<file path="src/rtl/pwm_irq_pkg.sv">
package pwm_irq_pkg;
  // Default sizing shared by the controller and its bench
  localparam int unsigned PAIRS_DEF  = 4;
  localparam int unsigned CNT_W_DEF  = 16;
  localparam int unsigned SYNC_DEF   = 2;
  // Pairs that form the bridge; the second folds into the first
  localparam int unsigned HB_MAIN    = 0;
  localparam int unsigned HB_FOLDED  = 1;
endpackage

</file>
<file path="src/rtl/pit_fault_sync.sv">
module pit_fault_sync #(
  parameter int unsigned STAGES = 2
) (
  input  logic clk,
  input  logic rst,
  input  logic pin_n_i,
  output logic fall_o
);
  // sh[0..STAGES-1] synchronize, sh[STAGES] holds the previous synced value
  logic [STAGES:0] sh_q;

  always_ff @(posedge clk) begin
    if (rst) sh_q <= '1;
    else     sh_q <= {sh_q[STAGES-1:0], pin_n_i};
  end

  assign fall_o = sh_q[STAGES] & ~sh_q[STAGES-1];
endmodule

</file>
<file path="src/rtl/pit_wrap_detect.sv">
module pit_wrap_detect #(
  parameter int unsigned CNT_W = 16
) (
  input  logic             clk,
  input  logic             rst,
  input  logic [CNT_W-1:0] cnt_i,
  input  logic [CNT_W-1:0] per_i,
  output logic             wrap_o
);
  logic [CNT_W-1:0] prev_q;
  logic             vld_q;

  always_ff @(posedge clk) begin
    if (rst) begin
      prev_q <= '0;
      vld_q  <= 1'b0;
    end else begin
      prev_q <= cnt_i;
      vld_q  <= 1'b1;
    end
  end

  assign wrap_o = vld_q && (prev_q == per_i) && (cnt_i == '0);
endmodule

</file>
<file path="src/rtl/pit_flag_bank.sv">
module pit_flag_bank #(
  parameter int unsigned NFLAG = 5
) (
  input  logic             clk,
  input  logic             rst,
  input  logic [NFLAG-1:0] set_i,
  input  logic [NFLAG-1:0] clr_i,
  output logic [NFLAG-1:0] flag_o
);
  logic [NFLAG-1:0] flag_q;

  always_ff @(posedge clk) begin
    if (rst) flag_q <= '0;
    else     flag_q <= (flag_q & ~clr_i) | set_i;
  end

  assign flag_o = flag_q;

  for (genvar g = 0; g < NFLAG; g++) begin : g_chk
    AST_FLAG_STICKY: assert property (@(posedge clk) disable iff (rst)
      flag_q[g] && !clr_i[g] |=> flag_q[g]);
    AST_SET_BEATS_CLR: assert property (@(posedge clk) disable iff (rst)
      set_i[g] && clr_i[g] |=> flag_q[g]);
    AST_CLR_DROPS: assert property (@(posedge clk) disable iff (rst)
      clr_i[g] && !set_i[g] |=> !flag_q[g]);
  end
endmodule

</file>
<file path="src/rtl/pwm_fault_irq_ctrl.sv">
module pwm_fault_irq_ctrl
  import pwm_irq_pkg::*;
#(
  parameter int unsigned NUM_PAIRS = PAIRS_DEF,
  parameter int unsigned CNT_W     = CNT_W_DEF,
  parameter int unsigned SYNC_STG  = SYNC_DEF
) (
  input  logic                       clk,
  input  logic                       rst,
  input  logic                       fault_n_i,
  input  logic [NUM_PAIRS*CNT_W-1:0] cnt_i,
  input  logic [NUM_PAIRS*CNT_W-1:0] per_i,
  input  logic                       irq_arm_i,
  input  logic                       fault_arm_i,
  input  logic                       hbridge_i,
  input  logic [NUM_PAIRS:0]         clr_i,
  output logic                       en_clear_o,
  output logic [NUM_PAIRS:0]         irq_o,
  output logic [NUM_PAIRS:0]         status_o
);
  localparam int unsigned NFLAG     = NUM_PAIRS + 1;
  localparam int unsigned FAULT_IDX = NUM_PAIRS;

  logic                 fall;
  logic [NUM_PAIRS-1:0] wrap;
  logic [NUM_PAIRS-1:0] pair_ev;
  logic [NFLAG-1:0]     set_vec;
  logic [NFLAG-1:0]     flags;
  logic [NFLAG-1:0]     irq_mask;
  logic                 en_clr_q;

  pit_fault_sync #(.STAGES(SYNC_STG)) u_sync (
    .clk(clk), .rst(rst), .pin_n_i(fault_n_i), .fall_o(fall)
  );

  for (genvar k = 0; k < NUM_PAIRS; k++) begin : g_pair
    pit_wrap_detect #(.CNT_W(CNT_W)) u_wrap (
      .clk(clk), .rst(rst),
      .cnt_i(cnt_i[k*CNT_W +: CNT_W]),
      .per_i(per_i[k*CNT_W +: CNT_W]),
      .wrap_o(wrap[k])
    );
    // Bridge mode steers the folded pair's event onto the main pair
    if (k == HB_MAIN) begin : g_main
      assign pair_ev[k] = wrap[k] | (hbridge_i & wrap[HB_FOLDED]);
    end else if (k == HB_FOLDED) begin : g_fold
      assign pair_ev[k] = wrap[k] & ~hbridge_i;
    end else begin : g_plain
      assign pair_ev[k] = wrap[k];
    end

    AST_PAIR_NEEDS_ARM: assert property (@(posedge clk) disable iff (rst)
      !irq_arm_i && !status_o[k] |=> !status_o[k]);
  end

  assign set_vec = {fall & fault_arm_i, pair_ev & {NUM_PAIRS{irq_arm_i}}};

  pit_flag_bank #(.NFLAG(NFLAG)) u_flags (
    .clk(clk), .rst(rst), .set_i(set_vec), .clr_i(clr_i), .flag_o(flags)
  );

  always_ff @(posedge clk) begin
    if (rst) en_clr_q <= 1'b0;
    else     en_clr_q <= fall & fault_arm_i;
  end

  always_comb begin
    irq_mask            = '1;
    irq_mask[HB_FOLDED] = ~hbridge_i;
  end

  assign en_clear_o = en_clr_q;
  assign status_o   = flags;
  assign irq_o      = flags & irq_mask;

  AST_FAULT_PULSE_FLAG: assert property (@(posedge clk) disable iff (rst)
    en_clear_o |-> status_o[FAULT_IDX]);
  AST_FAULT_PULSE_ONCE: assert property (@(posedge clk) disable iff (rst)
    en_clear_o |=> !en_clear_o);
  AST_FAULT_DISARMED: assert property (@(posedge clk) disable iff (rst)
    !fault_arm_i |=> !en_clear_o);
  AST_FAULT_CLEAR: assert property (@(posedge clk) disable iff (rst)
    clr_i[FAULT_IDX] && !fault_arm_i |=> !status_o[FAULT_IDX]);
  AST_HB_FOLDED_QUIET: assert property (@(posedge clk) disable iff (rst)
    hbridge_i && !status_o[HB_FOLDED] |=> !status_o[HB_FOLDED]);
  AST_RESET_CLEAN: assert property (@(posedge clk)
    rst |=> (status_o == '0) && !en_clear_o);
endmodule

</file>
<file path="config.mk">
export PLATFORM = sky130hd
export DESIGN_NAME = pwm_fault_irq_ctrl
export DESIGN_NICKNAME = d
export VERILOG_FILES = /design/src/rtl/pwm_irq_pkg.sv /design/src/rtl/pit_fault_sync.sv /design/src/rtl/pit_wrap_detect.sv /design/src/rtl/pit_flag_bank.sv /design/src/rtl/pwm_fault_irq_ctrl.sv
export SDC_FILE = /design/constraint.sdc
export NUM_CORES = 1
export LEC_CHECK = 0
export CAP_MARGIN = 20
export CORE_ASPECT_RATIO = 2
export CORE_UTILIZATION = 43
export DETAILED_ROUTE_END_ITERATION = 8
export GPL_TIMING_DRIVEN = 0
export PLACE_DENSITY = 0.88
export SETUP_SLACK_MARGIN = 0.15
export SYNTH_ARGS = -nofsm -noshare
export SYNTH_HDL_FRONTEND = slang
export SYNTH_SLANG_ARGS = --single-unit
</file>
<file path="constraint.sdc">
create_clock -name clk -period 3.2 [get_ports clk]
set_input_delay 0.64 -clock clk [delete_from_list [all_inputs] [get_ports clk]]
set_output_delay 0.64 -clock clk [all_outputs]
set_load 0.005 [all_outputs]
</file>
* Yosys cells after proc, flatten, opt, wreduce, memory -nomap -nowiden *
Cells that the tools add are included.

word-level totals
  bits in registers = 74
  input port bits = 139
  output and inout port bits = 11
  word-level logic and storage cells = 37

operators by class
  equal/unequal tests = 4
  multiplexer cells = 1
  bitwise gates (word level) = 12
  reductions and logical operators = 12

operators by type and width
  operator              number
  equality test 16 bit  4
  zero test 16 bit      4
  bitwise AND 5 bit     2
  logical AND 1 bit     8
  inverter 5 bit        1
  OR 5 bit              1
  bitwise AND 1 bit     4
  bitwise AND 4 bit     1
  inverter 1 bit        2
  2-to-1 mux 1 bit      1
  OR 1 bit              1

* Longest topological paths before layout *
Gate-level depths: netlist (run 1).

  depth after elaboration = 7
  mapped depth = 5
  gate-level depth less buffers = 5

* Hierarchy *
A second synthesis (run 1) with hierarchy kept.

second synthesis, totals
  cells, all modules = 297
  area total of the unflattened synthesis = 3032.9 µm²

modules (own cells, without submodules)
  module              instances  cells each  area each (µm²)  seq. area each (µm²)
  pit_wrap_detect     4          64          665.6            340.3
  pit_flag_bank       1          20          175.2            100.1
  pwm_fault_irq_ctrl  1          14          110.1            20.0
  pit_fault_sync      1          7           85.1             60.1

* Worst setup path after synthesis (run 1) *
Ideal clock, no wire load.

  path kind = input-to-reg
  from = in cnt_i[38]
  to = reg u_flags.flag_q[2], in the netlist u_flags.flag_o[2]
  library setup time = 70 ps
  data arrival time = 1520 ps
  data required time = 3130 ps
  slack = 1610 ps
  cell stages on the path = 4
  buffers on the path = 0
  cells stage by stage = or4_1 > nor3_1 > nand4_1 > a21oi_1

between the ends
  longest elaborated chain between the ends = 4

ends and longest elaborated chain
  item                  line                      RTL
  from (decl)           pwm_fault_irq_ctrl.sv:11  input logic [NUM_PAIRS*CNT_W-1:0] cnt_i,
  zero test 16 bit      pit_wrap_detect.sv:23     assign wrap_o = vld_q && (prev_q == per_i) && (cnt_i == '0);
  logical AND 1 bit     pit_wrap_detect.sv:23
  bitwise AND 4 bit     pwm_fault_irq_ctrl.sv:56  assign set_vec = {fall & fault_arm_i, pair_ev & {NUM_PAIRS{irq_arm_i}}};
  OR 5 bit              pit_flag_bank.sv:14       else flag_q <= (flag_q & ~clr_i) | set_i;
  to (signal assigned)  pit_flag_bank.sv:14
  to (decl)             pit_flag_bank.sv:10       logic [NFLAG-1:0] flag_q;

Every way passes these cells.
A chain may end at the register's enable or synchronous reset.

* Worst setup path in the final report (run 1) *
  from = in hbridge_i
  to = out irq_o[1]

between the ends
  longest elaborated chain between the ends = 2

ends and longest elaborated chain
  item               line                      RTL
  from (decl)        pwm_fault_irq_ctrl.sv:15  input logic hbridge_i,
  inverter 1 bit     pwm_fault_irq_ctrl.sv:69  irq_mask[HB_FOLDED] = ~hbridge_i;
  bitwise AND 5 bit  pwm_fault_irq_ctrl.sv:74  assign irq_o = flags & irq_mask;
  to (decl)          pwm_fault_irq_ctrl.sv:18  output logic [NUM_PAIRS:0] irq_o,

Every way passes these cells.

==> results.md, run 1 <==
* Critical Path RT at 2560 ps
* Pwr Density at 479 nW/um^2
* Leak Pwr at 0.00180 uW
* Post-synth top flop: dfxtp_1
* CTS resizes at 0
* Post-Place Cells at 517
* DRT antenna net count at 0
* Comb power frac at 14.1%
* CTS tree: done
* Simple-gate share of the synthesized area at 26.0%
* Min Tclk post-route at 2370 ps
* WP data arrival at 1730 ps
* Area of the multi-input gates at 1350 um^2
* Io pins at 150
* Fillers at 473
* Proportion of synthesized area in mux cells at 0%
* DR vias/cell at 4.80
* Class of the worst hold path: flop to flop
* First-pass GRT wire length at 12.3 mm
* Fin Setup TNS at 0 ps
* GRT Overall Usage at 24.4%
* CP startpoint kind: input port
* Initial DRC count at 94
* Post-Synth Adder-Cell Area at 0%
* Sum of buffers and inverters on the critical path at 2
* Share of Yosys cell area claimed by the top area cell type at 51.0%
* Async set or reset register ratio after synthesis at 0%
* Initial Util at 44.2%
* Vias in the first global route at 2,758
* DP Wirelength at 6.52 mm
* P_int at 1810 uW
* Sequential cell area fraction in the yosys report at 51.0%
* Cell with the most instances after synthesis: dfxtp_1
* IO buf count at 149
* Most frequent cells after synthesis: dfxtp_1, nor2b_1, xor2_1
* Hold buffer count at CTS at 0
* Area leader, netlist: dfxtp_1
* Crit Path Class: input port to primary output
* Register Area at 1480 um^2
* Syn nets at 419
* Setup bufs post-CTS at 0
* Compound-cell area share of the yosys netlist at 1.08%
* Psw at 490 uW
* CTS root buffer: clkbuf_16
* Die height at 118 um
* Area contributors post-synth: dfxtp_1, nor2b_1, xor2_1
* Peak VDD IR at 404 uV
* Residual DRC at 0
* Fin nets at 579
* Post-synth cell types at 23
* CP delay by family, top: buffers and inverters
* Least-Margin Pin Slew at 507 ps
* H-tree Lvls at 3
* Cell Area, Synth at 2900 um^2
* Maximum clock rate at 421 MHz
* CP max FO at 3
* Net Sw Frac at 21.3%
* Num rows at 42
* Initial antenna violation count at 0
* Critical Path Most Common Cell: clkdlybuf4s50_1
* CP Capture Type: primary output
* Largest family of logic cells by synthesized area: simple AND/OR/NAND/NOR gates
* Final Skew at 3.24 ps
* Hold Vio Cnt, Final at 0
* Layout cells sized above 1 at 5.17%
* Wire length per cell at 15.2 um
* Drt total wl at 8.10 mm
* Largest stage delay, worst path at 500 ps
* Total grt overflow at 0
* # diodes at 0
* Die ar. at 7110 um^2
* Clock sink total at 74
* Worst-path cell chain: clkdlybuf4s50_1 -> nor2b_1 -> clkdlybuf4s50_1
* Final Setup Violations at 0
* Post-synth EDFFs at 0
* Tcrit/Tclk final at 74.2%
* Synth Area in XOR/XNOR at 19.3%
* Run status: complete, no violations
* Total number of vias at 2,557
* CP max stage cell: clkdlybuf4s50_1
* Syn_area_per_cell at 10.4 um^2
* Largest net degree at the start of global routing at 13
* GPL Wtd Cong at 0.819
* Core area at 6570 um^2
* Unrepaired setup endpoints after global routing: false
* Yosys reg bits at 74
* Seq pwr share at 43.0%
* Worst-Skew Late Latency at 330 ps
* CTS Buf Count at 9
* Clk pwr share at 42.9%
* Slew Viols, Final at 0
* Worst-path clk slew at 50 ps
* Max-cap viol count at 0
* Clock buffer depth at 2
* Slew margin rel. at 66.2%
* First-pass DRT Iterations at 4
* Chip width at 60.1 um
* Final cell count without fillers at 533
* Post-Syn Instances at 280
* Area grow syn2layout at 65.4%
* YS warnings at 0
power by group through the flow:
stage | combinational (uW) | clock [uW] | sequential (uW)
after floorplan | 112 | 0 | 1000
after global placement | 314 | 0 | 1010
after detailed placement | 323 | 0 | 1010
after CTS | 326 | 1000 | 989
after global routing | 351 | 1050 | 993
final | 324 | 988 | 989
layout make-up:
cell class	count	area share [%]
inverters	4	0.313
clock buffers	11	5.05
plain buffers	12	1.25
multi-input cells	190	28.1
repair buffers	149	31.1
well taps	88	2.29
flip-flops and latches	74	30.8
clock inverters	5	1.12
layout by cell type (no fill, tap or decap), types with 3 or more instances in the layout:
master,synthesis,routed
clkdlybuf4s50_1,0,149
inv_1,4,4
clkbuf_1,8,9
nand4_1,13,13
nor2b_1,63,63
xnor2_1,29,29
buf_4,4,4
clkbuf_16,0,9
nor2_1,3,3
xor2_1,35,35
nand2_1,4,4
nor4_1,24,24
dfxtp_1,74,74
clkinv_2,0,3
kinds of logic after synthesis:
group | count (synthesis)
buffers and inverters | 16
AND/OR/NAND/NOR | 121
flip-flops | 74
AO/OA/AOI/OAI | 5
XOR/XNOR | 64
state kept, by name, indices dropped and copies added, names as in the netlist:
signal                count
en_clear_o                1
g_pair.u_wrap.prev_q     64
g_pair.u_wrap.vld_q       1
u_flags.flag_o            5
u_sync.sh_q               3
worst paths after layout:
check | depth (start not counted) | end | slack, ps | from
min reg2reg | 1 | u_sync.sh_q[1] | 400 | u_sync.sh_q[0]
max reg2reg | 5 | u_flags.flag_o[0] | 1880 | g_pair[1].u_wrap.prev_q[9]
max | 3 | irq_o[1] | 830 | hbridge_i
min | 1 | u_sync.sh_q[1] | 400 | u_sync.sh_q[0]
stage by stage:
stage | util, % | worst slack (ps) | area (um^2) | power, uW | hold WS (ps)
finish | 73.1 | 827 | 4800 | 2300 | 400
global route | 73.1 | 801 | 4800 | 2390 | 428
CTS | 73.1 | 827 | 4800 | 2320 | 401
detailed placement | 68.6 | 825 | 4510 | 1330 | 388
global placement | 68.6 | 850 | 4510 | 1320 | 395
floorplan | - | 1610 | 2900 | 1120 | 383
routing by layer:
layer	wire length (um)	up-vias	GRT usage (%)
met4	370	0	15.7
met2	4800	106	46.4
met3	487	26	6.35
li1	-	1254	-
met5	0	-	0
met1	2440	1171	19.8
No activity file was read; power rests on OpenSTA's default activity.
==> run 2: changes to the inputs <==
--- a/config.mk
+++ b/config.mk
@@ -7,10 +7,10 @@
 export LEC_CHECK = 0
 export CAP_MARGIN = 20
 export CORE_ASPECT_RATIO = 2
-export CORE_UTILIZATION = 43
+export CORE_UTILIZATION = 39
 export DETAILED_ROUTE_END_ITERATION = 8
 export GPL_TIMING_DRIVEN = 0
-export PLACE_DENSITY = 0.88
+export PLACE_DENSITY = 0.81
 export SETUP_SLACK_MARGIN = 0.15
 export SYNTH_ARGS = -nofsm -noshare
 export SYNTH_HDL_FRONTEND = slang
==> constraint.sdc (replaced) <==
create_clock -name clk -period 2.2 [get_ports clk]
set_input_delay 0.44 -clock clk [delete_from_list [all_inputs] [get_ports clk]]
set_output_delay 0.44 -clock clk [all_outputs]
set_load 0.005 [all_outputs]
==> run 2 against run 1 <==
Net effect: final area decreased by 1.0%; sequential share of layout area is 0.32 points higher; core utilization shrank 7.2 points; critical path depth is the same; final cell count increased by 0.19%; die area is 10% higher; setup slack worse by 580 ps; combinational power is 44% higher; sequential power is 46% higher; largest cell class unchanged.
==> results.md, run 2 (synthesis gave the netlist of run 1 again) <==
* Area of the multi-input gates at 1350 um^2 (unchanged)
* Hold_sp: u_sync.sh_q[0] (unchanged)
* Critical Path RT at 1760 ps (was 2560 ps)
* Commonest non-fill, non-tap cell in the layout: clkdlybuf4s50_1 (unchanged)
* GRT Overall Usage at 21.0% (was 24.4%)
* DRT antenna net count at 0 (unchanged)
* Clock sink total at 74 (unchanged)
* CTS Buf Count at 9 (unchanged)
* Initial Util at 40.3% (was 44.2%)
* Min Tclk post-route at 1960 ps
* Chip width at 63.0 um (was 60.1 um)
* Area grow syn2layout at 63.6% (was 65.4%)
* Num rows at 44 (was 42)
* Residual DRC at 0 (unchanged)
* Least-Margin Pin Slew at 530 ps (was 507 ps)
* Leak Pwr at 0.00177 uW (was 0.00180 uW)
* Die height at 124 um (was 118 um)
* Register Area at 1480 um^2 (unchanged)
* Largest stage delay, worst path at 510 ps (was 500 ps)
* Total number of vias at 2,515 (was 2,557)
* CTS resizes at 0 (unchanged)
* Final Skew at 2.92 ps (was 3.24 ps)
* Slew margin rel. at 64.7% (was 66.2%)
* IO buf count at 149 (unchanged)
* First-pass GRT wire length at 11.9 mm (was 12.3 mm)
* RR Endpoint: u_flags.flag_o[0] (unchanged)
* Pwr Density at 658 nW/um^2 (was 479 nW/um^2)
* Class of the worst hold path: flop to flop (unchanged)
* Fin Setup TNS at 0 ps (unchanged)
* Unrepaired setup endpoints after global routing: false (unchanged)
* Reg with most FFs: g_pair.u_wrap.prev_q (unchanged)
* Wire length per cell at 14.5 um (was 15.2 um)
* Slew Viols, Final at 0 (unchanged)
* Largest net degree at the start of global routing at 11 (was 13)
* Max reg flops at 64 (unchanged)
* First-pass DRT Iterations at 4 (unchanged)
* CTS tree: done (unchanged)
* Placed inst area at 4510 um^2 (about the same)
* Worst-path cell chain: clkdlybuf4s50_1 -> nor2b_1 -> clkdlybuf4s50_1 (unchanged)
* Hold path endpoint: u_sync.sh_q[1] (unchanged)
* WP data arrival at 1520 ps (was 1730 ps)
* Clock buffer depth at 2 (unchanged)
* Layout cells sized above 1 at 4.07% (was 5.17%)
* Peak VDD IR at 388 uV (was 404 uV)
* Crit Path Class: input port to primary output (unchanged)
* CP max FO at 3 (unchanged)
* FF-to-FF Start: g_pair[1].u_wrap.prev_q[7] (was g_pair[1].u_wrap.prev_q[9])
* CP delay by family, top: buffers and inverters (unchanged)
* Hold buffer count at CTS at 0 (unchanged)
* CP startpoint kind: input port (unchanged)
* WHS Path Cells at 1 (unchanged)
* Run status: complete, no violations (unchanged)
* Core area at 7210 um^2 (was 6570 um^2)
* GPL Wtd Cong at 0.728 (was 0.819)
* Setup bufs post-CTS at 0 (unchanged)
* Fillers at 598 (was 473)
* Fin nets at 579 (unchanged)
* Vias in the first global route at 2,717 (was 2,758)
* # diodes at 0 (unchanged)
* Final Cell Area at 4750 um^2 (was 4800 um^2)
* Initial antenna violation count at 0 (unchanged)
* Max-cap viol count at 0 (unchanged)
* Initial DRC count at 46 (was 94)
* CTS root buffer: clkbuf_16 (unchanged)
* Hold Vio Cnt, Final at 0 (unchanged)
* Final Setup Violations at 0 (unchanged)
* Worst-path clk slew at 50 ps (about the same)
* DR vias/cell at 4.71 (was 4.80)
* DP Wirelength at 6.36 mm (was 6.52 mm)
* CP Capture Type: primary output (unchanged)
* Sum of buffers and inverters on the critical path at 2 (unchanged)
* Critical Path Most Common Cell: clkdlybuf4s50_1 (unchanged)
* Maximum clock rate at 511 MHz
* Total grt overflow at 0 (unchanged)
* Die ar. at 7820 um^2 (was 7110 um^2)
* Tcrit/Tclk final at 88.9%
* Io pins at 150 (unchanged)
* Slack of the worst reg-to-reg path at 820 ps (was 1880 ps)
* Most frequent cells in the layout: clkdlybuf4s50_1, dfxtp_1, nor2b_1 (unchanged)
* Drt total wl at 7.74 mm (was 8.10 mm)
* CP max stage cell: clkdlybuf4s50_1 (unchanged)
* Worst-Skew Late Latency at 330 ps (about the same)
* H-tree Lvls at 3 (unchanged)
* Worst path depth at 3 (unchanged)
* R2R depth at 5 (unchanged)
-- run 2: power breakdown --
group	internal, uW	switching [uW]	total (uW)
clock network	741	483	1220
registers	1410	27.7	1440
logic	321	146	467
total	2470	656	3130
-- run 2: layout make-up --
| class | count | area share, % |
|---|---|---|
| clock buffers | 12 | 4.98 |
| multi-input cells | 190 | 28.4 |
| flip-flops and latches | 74 | 31.2 |
| well taps | 92 | 2.42 |
| clock inverters | 1 | 0.105 |
| plain buffers | 12 | 1.26 |
| repair buffers | 149 | 31.4 |
| inverters | 4 | 0.316 |
-- run 2: metal layers --
| metal | global-route usage (%) | vias to the layer above | wire [um] |
|---|---|---|---|
| met4 | 12.5 | 0 | 329 |
| met1 | 16.9 | 1139 | 2460 |
| li1 | - | 1247 | - |
| met2 | 42.2 | 108 | 4530 |
| met3 | 6.59 | 21 | 420 |
| met5 | 0 | - | 0 |
-- run 2: worst max-delay path by stage --
stage / end / start
final: irq_o[1] / hbridge_i
after floorplan: u_flags.flag_o[2] / cnt_i[38]
after detailed placement: u_flags.flag_o[1] / rst
after CTS: irq_o[1] / hbridge_i
after global routing: irq_o[1] / hbridge_i
after global placement: u_flags.flag_o[1] / rst
-- run 2: per-stage QoR --
| stage | hold WS [ps] | power (uW) | utilization [%] | setup WS, ps | std cells |
|---|---|---|---|---|---|
| global route | 432 | 3270 | 65.9 | 197 | 534 |
| CTS | 427 | 3160 | 65.9 | 235 | 534 |
| floorplan | 383 | 1620 | - | 810 | 280 |
| finish | 420 | 3130 | 65.9 | 243 | 534 |
| detailed placement | 414 | 1940 | 62.5 | 18.6 | 521 |
| global placement | 391 | 1920 | 62.5 | 32.8 | 521 |
==> run 3: changes to the inputs <==
--- a/config.mk
+++ b/config.mk
@@ -5,13 +5,14 @@
 export SDC_FILE = /design/constraint.sdc
 export NUM_CORES = 1
 export LEC_CHECK = 0
-export CAP_MARGIN = 20
+export CAP_MARGIN = 15
 export CORE_ASPECT_RATIO = 2
 export CORE_UTILIZATION = 39
 export DETAILED_ROUTE_END_ITERATION = 8
 export GPL_TIMING_DRIVEN = 0
 export PLACE_DENSITY = 0.81
 export SETUP_SLACK_MARGIN = 0.15
+export SKIP_CTS_REPAIR_TIMING = 1
 export SYNTH_ARGS = -nofsm -noshare
 export SYNTH_HDL_FRONTEND = slang
 export SYNTH_SLANG_ARGS = --single-unit
==> results of run 3 <==
Same layout as run 2: the final DEF is identical, and so are final timing and power.
